===== src/rtl/ivl_timer_pkg.sv =====
package ivl_timer_pkg;

    localparam int HALF_W    = 16;
    localparam int CNT_W     = 2 * HALF_W;
    localparam int NUM_SLOTS = 6;

    typedef enum logic [2:0] {
        SLOT_STAT   = 3'd0,
        SLOT_CTRL   = 3'd1,
        SLOT_PER_LO = 3'd2,
        SLOT_PER_HI = 3'd3,
        SLOT_CAP_LO = 3'd4,
        SLOT_CAP_HI = 3'd5
    } slot_e;

    localparam int ST_TO    = 0;
    localparam int ST_RUN   = 1;
    localparam int CT_IE    = 0;
    localparam int CT_CONT  = 1;
    localparam int CT_START = 2;
    localparam int CT_STOP  = 3;

    typedef struct packed {
        logic              stat_wr;
        logic              ctrl_wr;
        logic              per_lo_wr;
        logic              per_hi_wr;
        logic              cap_wr;
        logic              ie;
        logic              cont;
        logic              start;
        logic              stop;
        logic [HALF_W-1:0] half;
    } wr_cmd_t;

endpackage


===== src/rtl/ivl_timer_wdec.sv =====
module ivl_timer_wdec
    import ivl_timer_pkg::*;
#(
    parameter int ADDR_W = 5,
    parameter int BUS_W  = 32
) (
    input  logic              wr_i,
    input  logic [ADDR_W-1:0] addr_i,
    input  logic [BUS_W-1:0]  wdata_i,
    output wr_cmd_t           cmd_o,
    output slot_e             slot_o,
    output logic              in_map_o
);

    localparam int SLOT_W = ADDR_W - 2;

    logic [SLOT_W-1:0] slot_raw;
    logic              in_map;
    slot_e             slot;
    logic              unused_bits;

    assign slot_raw    = addr_i[ADDR_W-1:2];
    assign in_map      = (slot_raw < SLOT_W'(NUM_SLOTS));
    assign slot        = slot_e'(slot_raw[2:0]);
    assign unused_bits = ^{addr_i[1:0], wdata_i[BUS_W-1:HALF_W]};

    always_comb begin
        cmd_o       = '0;
        cmd_o.ie    = wdata_i[CT_IE];
        cmd_o.cont  = wdata_i[CT_CONT];
        cmd_o.start = wdata_i[CT_START];
        cmd_o.stop  = wdata_i[CT_STOP];
        cmd_o.half  = wdata_i[HALF_W-1:0];
        if (wr_i && in_map) begin
            case (slot)
                SLOT_STAT:   cmd_o.stat_wr   = 1'b1;
                SLOT_CTRL:   cmd_o.ctrl_wr   = 1'b1;
                SLOT_PER_LO: cmd_o.per_lo_wr = 1'b1;
                SLOT_PER_HI: cmd_o.per_hi_wr = 1'b1;
                SLOT_CAP_LO,
                SLOT_CAP_HI: cmd_o.cap_wr    = 1'b1;
                default:     ;
            endcase
        end
    end

    assign slot_o   = slot;
    assign in_map_o = in_map;

endmodule


===== src/rtl/ivl_timer_core.sv =====
module ivl_timer_core
    import ivl_timer_pkg::*;
(
    input  logic             clk,
    input  logic             rst_n,
    input  wr_cmd_t          cmd_i,
    input  logic             cont_i,
    input  logic [CNT_W-1:0] period_i,
    input  logic [CNT_W-1:0] period_nxt_i,
    output logic [CNT_W-1:0] count_o,
    output logic             to_o,
    output logic             run_o
);

    typedef struct packed {
        logic [CNT_W-1:0] cnt;
        logic             to;
        logic             run;
    } core_st_t;

    core_st_t st_d, st_q;
    logic     per_wr;
    logic     hit;

    assign per_wr = cmd_i.per_lo_wr | cmd_i.per_hi_wr;
    assign hit    = st_q.run && (st_q.cnt == '0);

    always_comb begin
        st_d = st_q;
        if (cmd_i.stat_wr) begin
            st_d.to = 1'b0;
        end
        if (st_q.run) begin
            if (hit) begin
                st_d.cnt = period_i;
                st_d.to  = 1'b1;
                if (!cont_i) begin
                    st_d.run = 1'b0;
                end
            end else begin
                st_d.cnt = st_q.cnt - 1'b1;
            end
        end
        if (cmd_i.ctrl_wr) begin
            if (cmd_i.stop) begin
                st_d.run = 1'b0;
            end else if (cmd_i.start && !st_q.run) begin
                st_d.run = 1'b1;
            end
        end
        if (per_wr) begin
            st_d.run = 1'b0;
            st_d.cnt = period_nxt_i;
        end
    end

    always_ff @(posedge clk) begin
        if (!rst_n) begin
            st_q.cnt <= '1;
            st_q.to  <= 1'b0;
            st_q.run <= 1'b0;
        end else begin
            st_q <= st_d;
        end
    end

    assign count_o = st_q.cnt;
    assign to_o    = st_q.to;
    assign run_o   = st_q.run;

    // a status write without a coincident timeout leaves the flag clear
    a_r4_status_clears: assert property (@(posedge clk) disable iff (!rst_n)
        cmd_i.stat_wr && !hit |=> !st_q.to);

    // start from the stopped state sets the running flag
    a_r5_start_runs: assert property (@(posedge clk) disable iff (!rst_n)
        cmd_i.ctrl_wr && cmd_i.start && !cmd_i.stop && !st_q.run |=> st_q.run);

    // a stop strobe always leaves the timer stopped
    a_r6_stop_halts: assert property (@(posedge clk) disable iff (!rst_n)
        cmd_i.ctrl_wr && cmd_i.stop |=> !st_q.run);

    // a period write stops the timer and loads the new period
    a_r7_period_loads: assert property (@(posedge clk) disable iff (!rst_n)
        per_wr |=> !st_q.run && (st_q.cnt == $past(period_nxt_i)));

    // one step per clock while running and away from zero
    a_r8_step_down: assert property (@(posedge clk) disable iff (!rst_n)
        st_q.run && (st_q.cnt != '0) && !per_wr |=> st_q.cnt == $past(st_q.cnt) - 1'b1);

    // a stopped timer keeps its count unless a period is written
    a_r8_frozen: assert property (@(posedge clk) disable iff (!rst_n)
        !st_q.run && !per_wr |=> $stable(st_q.cnt));

    // free-running timeout reloads and keeps running
    a_r9_cont_reload: assert property (@(posedge clk) disable iff (!rst_n)
        hit && cont_i && !per_wr && !(cmd_i.ctrl_wr && cmd_i.stop)
        |=> st_q.run && st_q.to && (st_q.cnt == $past(period_i)));

    // one-shot timeout stops and holds the period value
    a_r10_oneshot_hold: assert property (@(posedge clk) disable iff (!rst_n)
        hit && !cont_i && !per_wr
        |=> !st_q.run && st_q.to && (st_q.cnt == $past(period_i)));

endmodule


===== src/rtl/ivl_timer_regs.sv =====
module ivl_timer_regs
    import ivl_timer_pkg::*;
#(
    parameter int BUS_W = 32
) (
    input  logic             clk,
    input  logic             rst_n,
    input  wr_cmd_t          cmd_i,
    input  slot_e            slot_i,
    input  logic             in_map_i,
    input  logic [CNT_W-1:0] count_i,
    input  logic             to_i,
    input  logic             run_i,
    output logic             ie_o,
    output logic             cont_o,
    output logic [CNT_W-1:0] period_o,
    output logic [CNT_W-1:0] period_nxt_o,
    output logic [BUS_W-1:0] rdata_o
);

    typedef struct packed {
        logic              ie;
        logic              cont;
        logic [HALF_W-1:0] per_lo;
        logic [HALF_W-1:0] per_hi;
        logic [HALF_W-1:0] cap_lo;
        logic [HALF_W-1:0] cap_hi;
    } reg_st_t;

    reg_st_t rg_d, rg_q;

    always_comb begin
        rg_d = rg_q;
        if (cmd_i.ctrl_wr) begin
            rg_d.ie   = cmd_i.ie;
            rg_d.cont = cmd_i.cont;
        end
        if (cmd_i.per_lo_wr) begin
            rg_d.per_lo = cmd_i.half;
        end
        if (cmd_i.per_hi_wr) begin
            rg_d.per_hi = cmd_i.half;
        end
        if (cmd_i.cap_wr) begin
            rg_d.cap_lo = count_i[HALF_W-1:0];
            rg_d.cap_hi = count_i[CNT_W-1:HALF_W];
        end
    end

    always_ff @(posedge clk) begin
        if (!rst_n) begin
            rg_q <= '0;
        end else begin
            rg_q <= rg_d;
        end
    end

    always_comb begin
        rdata_o = '0;
        if (in_map_i) begin
            case (slot_i)
                SLOT_STAT: begin
                    rdata_o[ST_TO]  = to_i;
                    rdata_o[ST_RUN] = run_i;
                end
                SLOT_CTRL: begin
                    rdata_o[CT_IE]   = rg_q.ie;
                    rdata_o[CT_CONT] = rg_q.cont;
                end
                SLOT_PER_LO: rdata_o[HALF_W-1:0] = rg_q.per_lo;
                SLOT_PER_HI: rdata_o[HALF_W-1:0] = rg_q.per_hi;
                SLOT_CAP_LO: rdata_o[HALF_W-1:0] = rg_q.cap_lo;
                SLOT_CAP_HI: rdata_o[HALF_W-1:0] = rg_q.cap_hi;
                default:     rdata_o = '0;
            endcase
        end
    end

    assign ie_o         = rg_q.ie;
    assign cont_o       = rg_q.cont;
    assign period_o     = {rg_q.per_hi, rg_q.per_lo};
    assign period_nxt_o = {rg_d.per_hi, rg_d.per_lo};

    // a capture write holds the count seen in the write cycle
    a_r11_capture: assert property (@(posedge clk) disable iff (!rst_n)
        cmd_i.cap_wr |=> {rg_q.cap_hi, rg_q.cap_lo} == $past(count_i));

    // only the low half of the data lands in a period slot
    a_r7_period_half: assert property (@(posedge clk) disable iff (!rst_n)
        cmd_i.per_lo_wr |=> rg_q.per_lo == $past(cmd_i.half));

    // control readback never shows strobe or upper bits
    a_r3_ctrl_read: assert property (@(posedge clk) disable iff (!rst_n)
        in_map_i && (slot_i == SLOT_CTRL) |-> rdata_o[BUS_W-1:2] == '0);

endmodule


===== src/rtl/ivl_timer.sv =====
module ivl_timer
    import ivl_timer_pkg::*;
#(
    parameter int ADDR_W = 5,
    parameter int BUS_W  = 32
) (
    input  logic              clk,
    input  logic              rst_n,
    input  logic              reg_wr,
    input  logic [ADDR_W-1:0] reg_addr,
    input  logic [BUS_W-1:0]  reg_wdata,
    output logic [BUS_W-1:0]  reg_rdata,
    output logic              irq
);

    wr_cmd_t          cmd;
    slot_e            slot;
    logic             in_map;
    logic [CNT_W-1:0] count;
    logic [CNT_W-1:0] period;
    logic [CNT_W-1:0] period_nxt;
    logic             to_flag;
    logic             run_flag;
    logic             ie;
    logic             cont;

    ivl_timer_wdec #(.ADDR_W(ADDR_W), .BUS_W(BUS_W)) u_wdec (
        .wr_i     (reg_wr),
        .addr_i   (reg_addr),
        .wdata_i  (reg_wdata),
        .cmd_o    (cmd),
        .slot_o   (slot),
        .in_map_o (in_map)
    );

    ivl_timer_core u_core (
        .clk          (clk),
        .rst_n        (rst_n),
        .cmd_i        (cmd),
        .cont_i       (cont),
        .period_i     (period),
        .period_nxt_i (period_nxt),
        .count_o      (count),
        .to_o         (to_flag),
        .run_o        (run_flag)
    );

    ivl_timer_regs #(.BUS_W(BUS_W)) u_regs (
        .clk          (clk),
        .rst_n        (rst_n),
        .cmd_i        (cmd),
        .slot_i       (slot),
        .in_map_i     (in_map),
        .count_i      (count),
        .to_i         (to_flag),
        .run_i        (run_flag),
        .ie_o         (ie),
        .cont_o       (cont),
        .period_o     (period),
        .period_nxt_o (period_nxt),
        .rdata_o      (reg_rdata)
    );

    assign irq = to_flag & ie;

    // clearing the timeout flag drops the interrupt
    a_r12_irq_drops: assert property (@(posedge clk) disable iff (!rst_n)
        $fell(to_flag) |-> !irq);

    // enabling with a pending timeout raises the interrupt
    a_r12_irq_rises: assert property (@(posedge clk) disable iff (!rst_n)
        $rose(ie) && to_flag |-> irq);

endmodule


===== config.mk =====
export PLATFORM = sky130hd
export DESIGN_NAME = ivl_timer
export DESIGN_NICKNAME = d
export VERILOG_FILES = /design/src/rtl/ivl_timer_pkg.sv /design/src/rtl/ivl_timer_wdec.sv /design/src/rtl/ivl_timer_core.sv /design/src/rtl/ivl_timer_regs.sv /design/src/rtl/ivl_timer.sv
export SDC_FILE = /design/constraint.sdc
export NUM_CORES = 1
export LEC_CHECK = 0
export ABC_AREA = 1
export BUFFER_PORTS_ARGS = -buffer_cell sky130_fd_sc_hd__buf_2
export CAP_MARGIN = 15
export CORE_UTILIZATION = 50
export CTS_BUF_LIST = sky130_fd_sc_hd__clkbuf_8 sky130_fd_sc_hd__clkbuf_16
export CTS_CLUSTER_SIZE = 20
export DETAILED_ROUTE_END_ITERATION = 12
export GPL_ROUTABILITY_DRIVEN = 0
export GPL_TIMING_DRIVEN = 0
export PLACE_DENSITY = 0.72
export SLEW_MARGIN = 20
export SYNTH_ARGS = -nofsm -noshare
export SYNTH_HDL_FRONTEND = slang
export SYNTH_HIERARCHICAL = 1
export SYNTH_SLANG_ARGS = --single-unit

===== constraint.sdc =====
create_clock -name clk -period 3.8 [get_ports clk]
set_input_delay 0.95 -clock clk [delete_from_list [all_inputs] [get_ports clk]]
set_output_delay 0.95 -clock clk [all_outputs]
set_load 0.01 [all_outputs]

==> flow_summary.json <==
{
  "slew_viol_final": 0,
  "status": "completed",
  "crit_path_top_delay_cell": "o21ai_1",
  "die_w_um": 116,
  "p_sw_w": 0.000640,
  "cp_cell_sequence": "buf_2 > buf_4 > inv_2 > buf_4 > nand3_4 > buf_6 > o21ai_1 > nor2_1 > nor2_1 > buf_2",
  "tns_ps": 0,
  "critical_path.max_fanout": 10,
  "seqPwrFrac_pct": 48.9,
  "cts_max_level": 3,
  "cts_resized": 0,
  "start_kind": "input port",
  "synth.most_common_cell": "nand2_1",
  "clkLatencyLatePin_ps": 350,
  "cts_max_path_buffers": 2,
  "async_flop_share_pct": 0,
  "pin_count": 73,
  "fillerInstances": 1353,
  "drt_first_pass_iters": 7,
  "hp-class": "reg -> reg",
  "antenna_found_initial": 0,
  "drt-initial-drc-count": 816,
  "initial_core_util_pct": 51.3,
  "clk_pin_slew_ps": 60,
  "coreArea_um2": 12600,
  "tightest_slew_ps": 718,
  "grt_use_met3_pct": 8.53,
  "hold_buffers": 0,
  "diodes": 0,
  "grt_max_degree": 16,
  "cp.arrival_ps": 2390,
  "yosysTopAreaCell": "dfxtp_1",
  "cts_root_buf": "clkbuf_16",
  "p_clk_share_pct": 38.9,
  "rsz0062_at_grt": "false",
  "powerDensity_nw_per_um2": 333,
  "yosys_warnings": 6,
  "grt.overflow.total": 0,
  "fin_nets": 1133,
  "setup_viol": 0,
  "leakage_nw": 3.42,
  "critPathCaptureType": "output pin",
  "drc_errors": 0,
  "rr_worst_depth": 8,
  "routed_wl_um": 20500,
  "fp.dieH_um": 116,
  "synthFlopType": "dfxtp_1",
  "viasPerCell": 5.34,
  "fmax_ghz": 0.300,
  "grt_pass1_vias": 6008,
  "fin_crit_ps": 3340,
  "groute.usage.overall_pct": 31.9,
  "yosys-top-cells-area": "dfxtp_1, nand2_1, nor2_1",
  "rows": 41,
  "finClkSkew_ps": 6.47,
  "cts_num_sinks": 100,
  "internal-power_w": 0.00174,
  "ys_ff_latch": 100,
  "synth_area_um2": 6470,
  "vias": 6772,
  "ys_types": 32,
  "grtUsageMet1_pct": 43.0,
  "dieArea_um2": 13400,
  "ant_nets": 0,
  "cts-buffers-inserted": 9,
  "synth_edf_count": 0,
  "synth_seq_area_share_pct": 30.9,
  "comb_power_share_pct": 12.2,
  "grt_first_pass_wirelength_um": 31500,
  "tritoncts": "yes",
  "routedWlPerCell_um": 16.1,
  "required_ps": 2850,
  "timing.slew.headroom_pct": 52.1,
  "holdWs_ps": 500,
  "slowest_delay_ps": 350,
  "area_growth_pct": 10.6,
  "hold_depth": 2,
  "ir_worst_vdd_uv": 152,
  "criticalPathCategory": "in -> out",
  "drv_cap": 0,
  "timing.final.crit_share_pct": 87.8,
  "synth_common_cells": "nand2_1, nor2_1, dfxtp_1",
  "hold_violations": 0,
  "busiest_layer": "met2",
  "dp_hpwl_um": 15200,
  "syn_avg_cell_area_um2": 6.20,
  "drive_gt1_share_pct": 13.9,
  "p_sw_share_pct": 26.9,
  "finalPower_w": 0.00238,
  "synth_top_area_share_pct": 30.9,
  "gr-usage-met2_pct": 48.2,
  "synthCells": 1044,
  "port_buffers": 22,
  "post_cts_buffers": 0
}
==> power groups by stage <==
stage,sequential [W],clock (W),combinational [W]
floorplan,0.00116,0,0.000217
global placement,0.00118,0,0.000280
detailed placement,0.00118,0,0.000283
CTS,0.00116,0.000935,0.000285
global route,0.00117,0.000980,0.000325
finish,0.00116,0.000925,0.000290
==> through the flow <==
step	utilization, %	setup WS [ps]	cell area [um^2]	std cells
floorplan	-	967	6530	1059
global placement	54.3	540	6850	1253
detailed placement	54.3	551	6850	1253
CTS	56.7	549	7150	1269
global route	56.7	390	7150	1269
finish	56.7	464	7150	1269
==> cell families (layout without fill, tap and decap cells) <==
kind of cell    count (synthesis)  count (layout)  synth area share, %
flops                         100             100                 30.9
fa+ha+maj                       1               1                0.193
buf+inv                       195             233                 16.8
compound gates                173             173                 13.5
other cells                     1              16               0.0580
xor+xnor                        4               4                0.542
simple gates                  570             570                 38.0
==> cell usage in the layout, fill, tap and decap left out <==
cell         n
a211oi_1     1
a21boi_0     1
a21oi_1     73
buf_1        1
buf_2       32
buf_4       74
buf_6        8
clkbuf_1    22
clkbuf_16    9
clkbuf_8     5
conb_1      16
dfxtp_1    100
ha_1         1
inv_1       78
inv_2        3
inv_4        1
nand2_1    290
nand2_2      4
nand2_4      1
nand3_1     60
nand3_4      1
nand3b_1    16
nand4_1     17
nand4_4      1
nor2_1     164
nor2_2       4
nor2_4       8
nor2_8       1
nor3_1       2
o21a_1       1
o21ai_0     79
o21ai_1     18
or2_0        1
xor2_1       4
==> flip-flops by register name (all words and copies together) (netlist names) <==
name and count:
u_core/count_o 32, u_core/run_o 1, u_core/to_o 1, u_regs/cont_o 1, u_regs/ie_o 1, u_regs/period_o 32
u_regs/rg_q 32
==> final cells by class <==
cell class / count / area [um^2] / share of cell area [%]
clock inverter: 2 / 7.51 / 0.105
timing repair buffer: 22 / 110 / 1.54
multi-input combinational: 764 / 3440 / 48.1
inverter: 80 / 303 / 4.23
sequential: 100 / 2000 / 28.0
clock buffer: 14 / 294 / 4.11
buffer: 115 / 782 / 10.9
tap: 172 / 215 / 3.01
==> final timing paths <==
path	start	endpoint	slack, ps
worst max-delay path	reg_addr[4]	reg_rdata[7]	460
worst min-delay path	u_regs/rg_q[5]	u_regs/rg_q[5]	500
worst max register to register	u_core/count_o[0]	u_core/run_o	1730
worst min register to register	u_regs/rg_q[5]	u_regs/rg_q[5]	500
==> worst max-delay path, delay by kind of cell <==
family	cells	cell delay, ps
buf+inv	6	780
simple gates	3	290
compound gates	1	350
==> metal layers <==
metal | part of all wire, % | wire length (um)
met3 | 11 | 2170
met1 | 45 | 9120
met2 | 42 | 8570
met4 | 3.1 | 629
met5 | 0 | 0
(Power assumes the default switching activity.)
